==> src/rtl/vc_alloc_guard.sv <==
module vc_alloc_guard #(
  parameter int NPORT = 5,
  parameter int NVC   = 2
) (
  input  logic                            clk,
  input  logic                            rst_n,
  input  logic [NPORT*NVC*(1<<$clog2(NPORT*NVC))-1:0] va_gnt,
  input  logic [NPORT*NPORT-1:0]          sa_gnt,
  input  logic [NPORT*NVC-1:0]            ovc_rsv,
  input  logic                            recov_done,
  output logic                            fault_now,
  output logic                            inval,
  output logic [NPORT*NVC*(1<<$clog2(NPORT*NVC))-1:0] kill_va,
  output logic [NPORT*NPORT-1:0]          kill_sa,
  output logic                            xbar_discard,
  output logic                            fault_latched
);
  localparam int NOVC = NPORT * NVC;
  localparam int GW   = 1 << $clog2(NOVC);
  localparam logic [GW-1:0] OKMASK = {GW{1'b1}} >> (GW - NOVC);

  logic [NOVC-1:0]  vseen, vdup;
  logic [NPORT-1:0] sseen, sdup;
  logic             vbad, sbad;

  always_comb begin
    vseen = '0;
    vdup  = '0;
    vbad  = 1'b0;
    for (int i = 0; i < NOVC; i++) begin
      if ($countones(va_gnt[i*GW +: GW]) > 1) vbad = 1'b1;
      if (|(va_gnt[i*GW +: GW] & ~OKMASK)) vbad = 1'b1;
      vdup  = vdup | (vseen & va_gnt[i*GW +: NOVC]);
      vseen = vseen | va_gnt[i*GW +: NOVC];
    end
  end

  always_comb begin
    sseen = '0;
    sdup  = '0;
    sbad  = 1'b0;
    for (int p = 0; p < NPORT; p++) begin
      if ($countones(sa_gnt[p*NPORT +: NPORT]) > 1) sbad = 1'b1;
      sdup  = sdup | (sseen & sa_gnt[p*NPORT +: NPORT]);
      sseen = sseen | sa_gnt[p*NPORT +: NPORT];
    end
  end

  assign fault_now = vbad | (|vdup) | (|(vseen & ovc_rsv)) | sbad | (|sdup);

  always_ff @(posedge clk) begin
    if (!rst_n) begin
      inval         <= 1'b0;
      xbar_discard  <= 1'b0;
      kill_va       <= '0;
      kill_sa       <= '0;
      fault_latched <= 1'b0;
    end else begin
      inval         <= fault_now;
      xbar_discard  <= fault_now;
      kill_va       <= fault_now ? va_gnt : '0;
      kill_sa       <= fault_now ? sa_gnt : '0;
      fault_latched <= fault_now | (fault_latched & ~recov_done);
    end
  end
endmodule

==> config.mk <==
export PLATFORM = sky130hd
export DESIGN_NAME = vc_alloc_guard
export DESIGN_NICKNAME = d
export VERILOG_FILES = /design/src/rtl/vc_alloc_guard.sv
export SDC_FILE = /design/constraint.sdc
export NUM_CORES = 1
export LEC_CHECK = 0
export BUFFER_PORTS_ARGS = -buffer_cell sky130_fd_sc_hd__buf_2
export CAP_MARGIN = 20
export CORE_AREA = 2 2 151 153
export CTS_BUF_LIST = sky130_fd_sc_hd__clkbuf_8
export DETAILED_ROUTE_END_ITERATION = 10
export DIE_AREA = 0 0 153 155
export PLACE_DENSITY_LB_ADDON = 0.1
export SYNTH_ARGS = -nofsm -noshare
export SYNTH_HDL_FRONTEND = slang
export SYNTH_SLANG_ARGS = --single-unit
==> constraint.sdc <==
create_clock -name clk -period 11.4 [get_ports clk]
set_input_delay 0.57 -clock clk [delete_from_list [all_inputs] [get_ports clk]]
set_output_delay 0.57 -clock clk [all_outputs]
set_load 0.01 [all_outputs]
Yosys cells after proc, flatten, opt, wreduce, memory -nomap -nowiden
Index checks and enable logic that the tools add are counted.

Output and inout port bits: 189. Memories: 0. Bits in latches: 0. Flip-flop bits (word level): 187. Input port bits: 198. Memory bits (read-only): 0. Bits in writable memories: 0. Logic and storage cells: 272.

Add/sub/neg operators: 170. Divide/modulo/power cells: 0. Mux-type cells: 25. Magnitude comparators: 15. Eq/ne operators: 0. Shifts and indexed selects: 0. Multiply operators: 0. Reductions and logical operators: 14. Bitwise logic cells: 44.

Operator list (count): adder 1 x 1 -> 2 bit (90); OR 10 bit (17); adder 2 x 2 -> 3 bit (45); AND 10 bit (10); adder 3 x 3 -> 4 bit (20); OR reduction 6 bit (10); adder 4 x 4 -> 5 bit (10); greater-than comparator 5 x 1 -> 1 bit (second input constant) (10); OR 5 bit (6); two-way mux 1 bit (25); adder 3 x 1 -> 4 bit (5); AND 5 bit (4); greater-than comparator 4 x 1 -> 1 bit (second input constant) (5); OR reduction 10 bit (2); OR 1 bit (5); OR reduction 5 bit (1); AND reduction 2 bit (1); AND 1 bit (1); NOT 1 bit (1).

Logic depth before layout (Yosys ltp)
Depth after elaboration: 30. Gate-level depth with buffers: 17. Mapped depth without buffers: 15.

Least setup slack after synthesis
Ideal clock, no wire load.

Kind: input to output. Start: input va_gnt[133]. End: output fault_now. Buffers on the path: 2. Data arrival time: 4.980 ns. Stages: 17. Slack: 5.850 ns. Required time: 10.830 ns. Path through: inv_1 fa_1 fa_1 fa_1 fa_1 inv_1 ha_1 inv_1 fa_1 nor4bb_1 nand4_1 nor4_1 nand4_1 nor4_1 clkbuf_1 clkbuf_1 nand3_1.

Cells in the longest elaborated chain, start to end: 13. Elaborated cells on any way between the ends: 22. Those cells by class: add/sub: 4; order compare: 1; mux: 4; bitwise: 11; reduce/logical: 2.

Ends and longest elaborated chain: from (decl) (line 7) `input logic [NPORT*NVC*(1<<$clog2(NPORT*NVC))-1:0] va_gnt,`; adder 1 x 1 -> 2 bit (line 31) `if ($countones(va_gnt[i*GW +: GW]) > 1) vbad = 1'b1;`; adder 2 x 2 -> 3 bit (line 31); adder 3 x 3 -> 4 bit (line 31); adder 4 x 4 -> 5 bit (line 31); greater-than comparator 5 x 1 -> 1 bit (line 31); two-way mux 1 bit (line 31); two-way mux 1 bit (line 32) `if (|(va_gnt[i*GW +: GW] & ~OKMASK)) vbad = 1'b1;`; two-way mux 1 bit (line 31); two-way mux 1 bit (line 32); OR 1 bit (line 49) `assign fault_now = vbad | (|vdup) | (|(vseen & ovc_rsv)) | sbad | (|sdup);`; OR 1 bit * (3 in series) (line 49); to (decl) (line 11) `output logic fault_now,`.

Mark *: on every way between the ends. The rest lies on a longest branch, timed or not.

Final worst setup path
Start: input va_gnt[5]. End: output fault_now.

Cells in the longest elaborated chain, start to end: 29. Elaborated cells on any way between the ends: 58. Those cells by class: add/sub: 4; order compare: 1; mux: 20; bitwise: 31; reduce/logical: 2.

Ends and longest elaborated chain (line): adder 1 x 1 -> 2 bit (31); adder 2 x 2 -> 3 bit (31); adder 3 x 3 -> 4 bit (31); adder 4 x 4 -> 5 bit (31); greater-than comparator 5 x 1 -> 1 bit (31); two-way mux 1 bit (31); two-way mux 1 bit (32); two-way mux 1 bit (31); (+11 left out); two-way mux 1 bit (31); two-way mux 1 bit (32); two-way mux 1 bit (31); two-way mux 1 bit (32); two-way mux 1 bit (31); two-way mux 1 bit (32); OR 1 bit (49); OR 1 bit * (3 in series) (49).

Marked as above.

==> impl_metrics.json <==
{
  "ys_seq_area_frac": 0.347,
  "top_layer_used": "met5",
  "clockBufferDepth": 2,
  "worstHoldEndpoint": "kill_va[77]",
  "ant_nets": 0,
  "cap_violations": 0,
  "end_kind": "primary output",
  "wl_met2_um": 20000,
  "cts_tree": "yes",
  "dr_total_vias": 10398,
  "routedLengthMet1_um": 16500,
  "die-area_um2": 23700,
  "vias_per_cell": 5.95,
  "max-slew-margin-rel": 0.199,
  "final.setup_skew_ns": 0,
  "clkSlewWorstSetupHoldPaths_ns": 0.12,
  "cp-start-kind": "primary input",
  "first_pass_iters": 5,
  "fin_total_pwr_mw": 2.07,
  "setup-tns-final_ns": 0,
  "routed_wl_um": 43000,
  "placementRows": 55,
  "yosys.area.top_type": "dfxtp_1",
  "cts_num_sinks": 187,
  "ctsResizeCount": 0,
  "yosys-top-cells-area": "dfxtp_1 35%, fa_1 19%, inv_1 7.2%",
  "grt_antenna_before_repair": 5,
  "wl_met3_um": 4670,
  "setup_viol": 0,
  "p_leak_nw": 6.54,
  "netlist_instances": 1094,
  "die_h_um": 155,
  "synthFlopType": "dfxtp_1",
  "cts-root-buf": "clkbuf_8",
  "fin_crit_ns": 7.05,
  "rr_worst_depth": 2,
  "hpwl_um": 35000,
  "place_congestion": 1.02,
  "switching_share": 0.387,
  "drive_above_1_share": 0.298,
  "hold_buffers": 0,
  "ys_seq_elements": 187,
  "path_cells": "buf_2 > inv_1 > fa_1 > fa_1 > fa_1 > fa_1 > inv_1 > ha_1 > inv_1 > fa_1 > nor4b_1 > nand4_1 > a2111oi_0 > nand4_1 > nor4_4 > buf_4 > nand3_1 > buf_2",
  "min_from": "va_gnt[77]",
  "syn_avg_cell_area_um2": 9.86,
  "post-route-drc-count": 0,
  "synth_edf_count": 0,
  "syn_area_um2": 10800,
  "grt_first_pass_wirelength_um": 63000,
  "numPortBuffers": 386,
  "period_share": 0.618,
  "min-delay-path-class": "in -> reg",
  "clkLatencyLatePin_ns": 0.49,
  "status": "finished clean",
  "syn-num-nets": 1452,
  "area_delta_synth_final_pct": 23.4,
  "powerDensity_nw_per_um2": 155,
  "netlist.area_leader.share": 0.347,
  "timing.rr.start": "fault_latched",
  "fill_cells": 2081,
  "combPwrFrac": 0.422,
  "routedWlPerCell_um": 24.6,
  "coreArea_um2": 22200,
  "grt_max_degree": 87,
  "power.switching_uw": 800,
  "cp.arrival_ns": 6.48,
  "async_flop_share": 0,
  "ys_types": 51,
  "htree_levels": 4,
  "cp_max_fo": 86,
  "grt_overflow_total": 0,
  "cts_made_buffers": 17,
  "crit_type": "in -> out",
  "p_int_mw": 1.27,
  "rrSetupSlack_ns": 10.45,
  "final_max_slew_viol_count": 0,
  "tightest_slew_ns": 1.19,
  "required_ns": 10.83,
  "hold_viol_final": 0,
  "clkPwrFrac": 0.241,
  "max_freq_mhz": 142,
  "grt_usage": 0.359,
  "holdPathStages": 2,
  "crit_top_cell": "fa_1",
  "start_util": 0.485,
  "pwr-share-seq": 0.337,
  "ir_drop_mv": 0.0807,
  "final_nets": 1805,
  "grt_pass1_vias": 10136,
  "worst_r2r_endpoint": "fault_latched",
  "yosys_warnings": 0,
  "fp.dieW_um": 153,
  "rsz0062_at_grt": "false",
  "max_stage_delay_ns": 0.70,
  "first_iter_violations": 902,
  "cp_slowest_cell": "buf_4",
  "post_cts_buffers": 0,
  "boundaryPins": 387
}
## power groups by stage
stage / sequential [mW] / clock (mW) / combinational (mW)
floorplan: 0.731 / 0 / 0.482
global placement: 0.711 / 0 / 0.840
detailed placement: 0.711 / 0 / 0.851
CTS: 0.696 / 0.502 / 0.858
global route: 0.700 / 0.529 / 0.955
finish: 0.696 / 0.498 / 0.873
## kinds of logic (layout without fill, tap and decap cells)
logic type | Yosys count | after routing | share of synthesized area
AO/OA/AOI/OAI | 247 | 247 | 0.175
adder cells (fa/ha/maj) | 161 | 161 | 0.260
buffers and inverters | 270 | 636 | 0.103
flip-flops | 187 | 187 | 0.347
other | 0 | 2 | 0
AND/OR/NAND/NOR | 229 | 229 | 0.116
## synth_stat cells, drive strengths merged, types with 11 or more instances
cell type and number:
nor2 29, ha 55, inv 207, a311oi 84
fa 105, nor4 24, nand4 18, a31oi 48
or4 11, nor4b 13, nor3 13, buf 21
and2 40, dfxtp 187, nand2 59, o21ai 27
clkbuf 42
## layout make-up
class,count,area (um2),area share
well taps,285,357,0.0268
diodes,2,5.00,0.000376
clock inverters,15,221,0.0166
multi-input cells,637,5960,0.448
clock buffers,17,234,0.0176
inverters,207,777,0.0584
repair buffers,397,2010,0.151
flip-flops and latches,187,3740,0.281
## cells in the final DEF (no fill, tap or decap), types with 29 or more instances in the layout
| cell | count |
|---|---|
| fa_1 | 105 |
| a311oi_1 | 84 |
| inv_1 | 206 |
| ha_1 | 55 |
| nand2_1 | 59 |
| buf_2 | 386 |
| a31oi_1 | 48 |
| nor2_1 | 29 |
| and2_1 | 40 |
| dfxtp_1 | 187 |
## worst max-delay path by stage
stage                           start   endpoint  slack [ns]
after global routing        va_gnt[5]  fault_now        4.13
after detailed placement    va_gnt[5]  fault_now        4.42
after CTS                   va_gnt[5]  fault_now        4.42
final                       va_gnt[5]  fault_now        4.35
after global placement      va_gnt[5]  fault_now        4.43
after floorplan           va_gnt[133]  fault_now        5.85
## worst max-delay path, delay by kind of cell
| kind | cells | cell delay [ns] |
|---|---|---|
| and+or+nand+nor | 5 | 1.45 |
| AOI/OAI and AO/OA | 1 | 0.35 |
| adders and majority gates | 6 | 2.71 |
| buffers and inverters | 6 | 1.27 |
## routing by layer
layer,track usage,vias up
met4,0.151,4
met1,0.454,5034
met2,0.588,703
li1,-,4534
met3,0.0925,123
met5,0,-
## flip-flops by register name, summed over array words and instances, names as in the netlist
name / count
xbar_discard: 1
kill_sa: 25
fault_latched: 1
kill_va: 160
## metrics by stage
stage | cells | setup slack (ns) | utilization | hold WS [ns] | instance area, um2
2_1_floorplan | 1094 | 5.85 | - | 0.625 | 10800
3_3_place_gp | 1713 | 4.43 | 0.578 | 0.593 | 12800
3_5_place_dp | 1713 | 4.42 | 0.578 | 0.604 | 12800
4_1_cts | 1745 | 4.42 | 0.599 | 0.296 | 13300
5_1_grt | 1745 | 4.13 | 0.599 | 0.303 | 13300
6_report | 1747 | 4.35 | 0.599 | 0.313 | 13300
No activity file was read; power rests on OpenSTA's default activity.
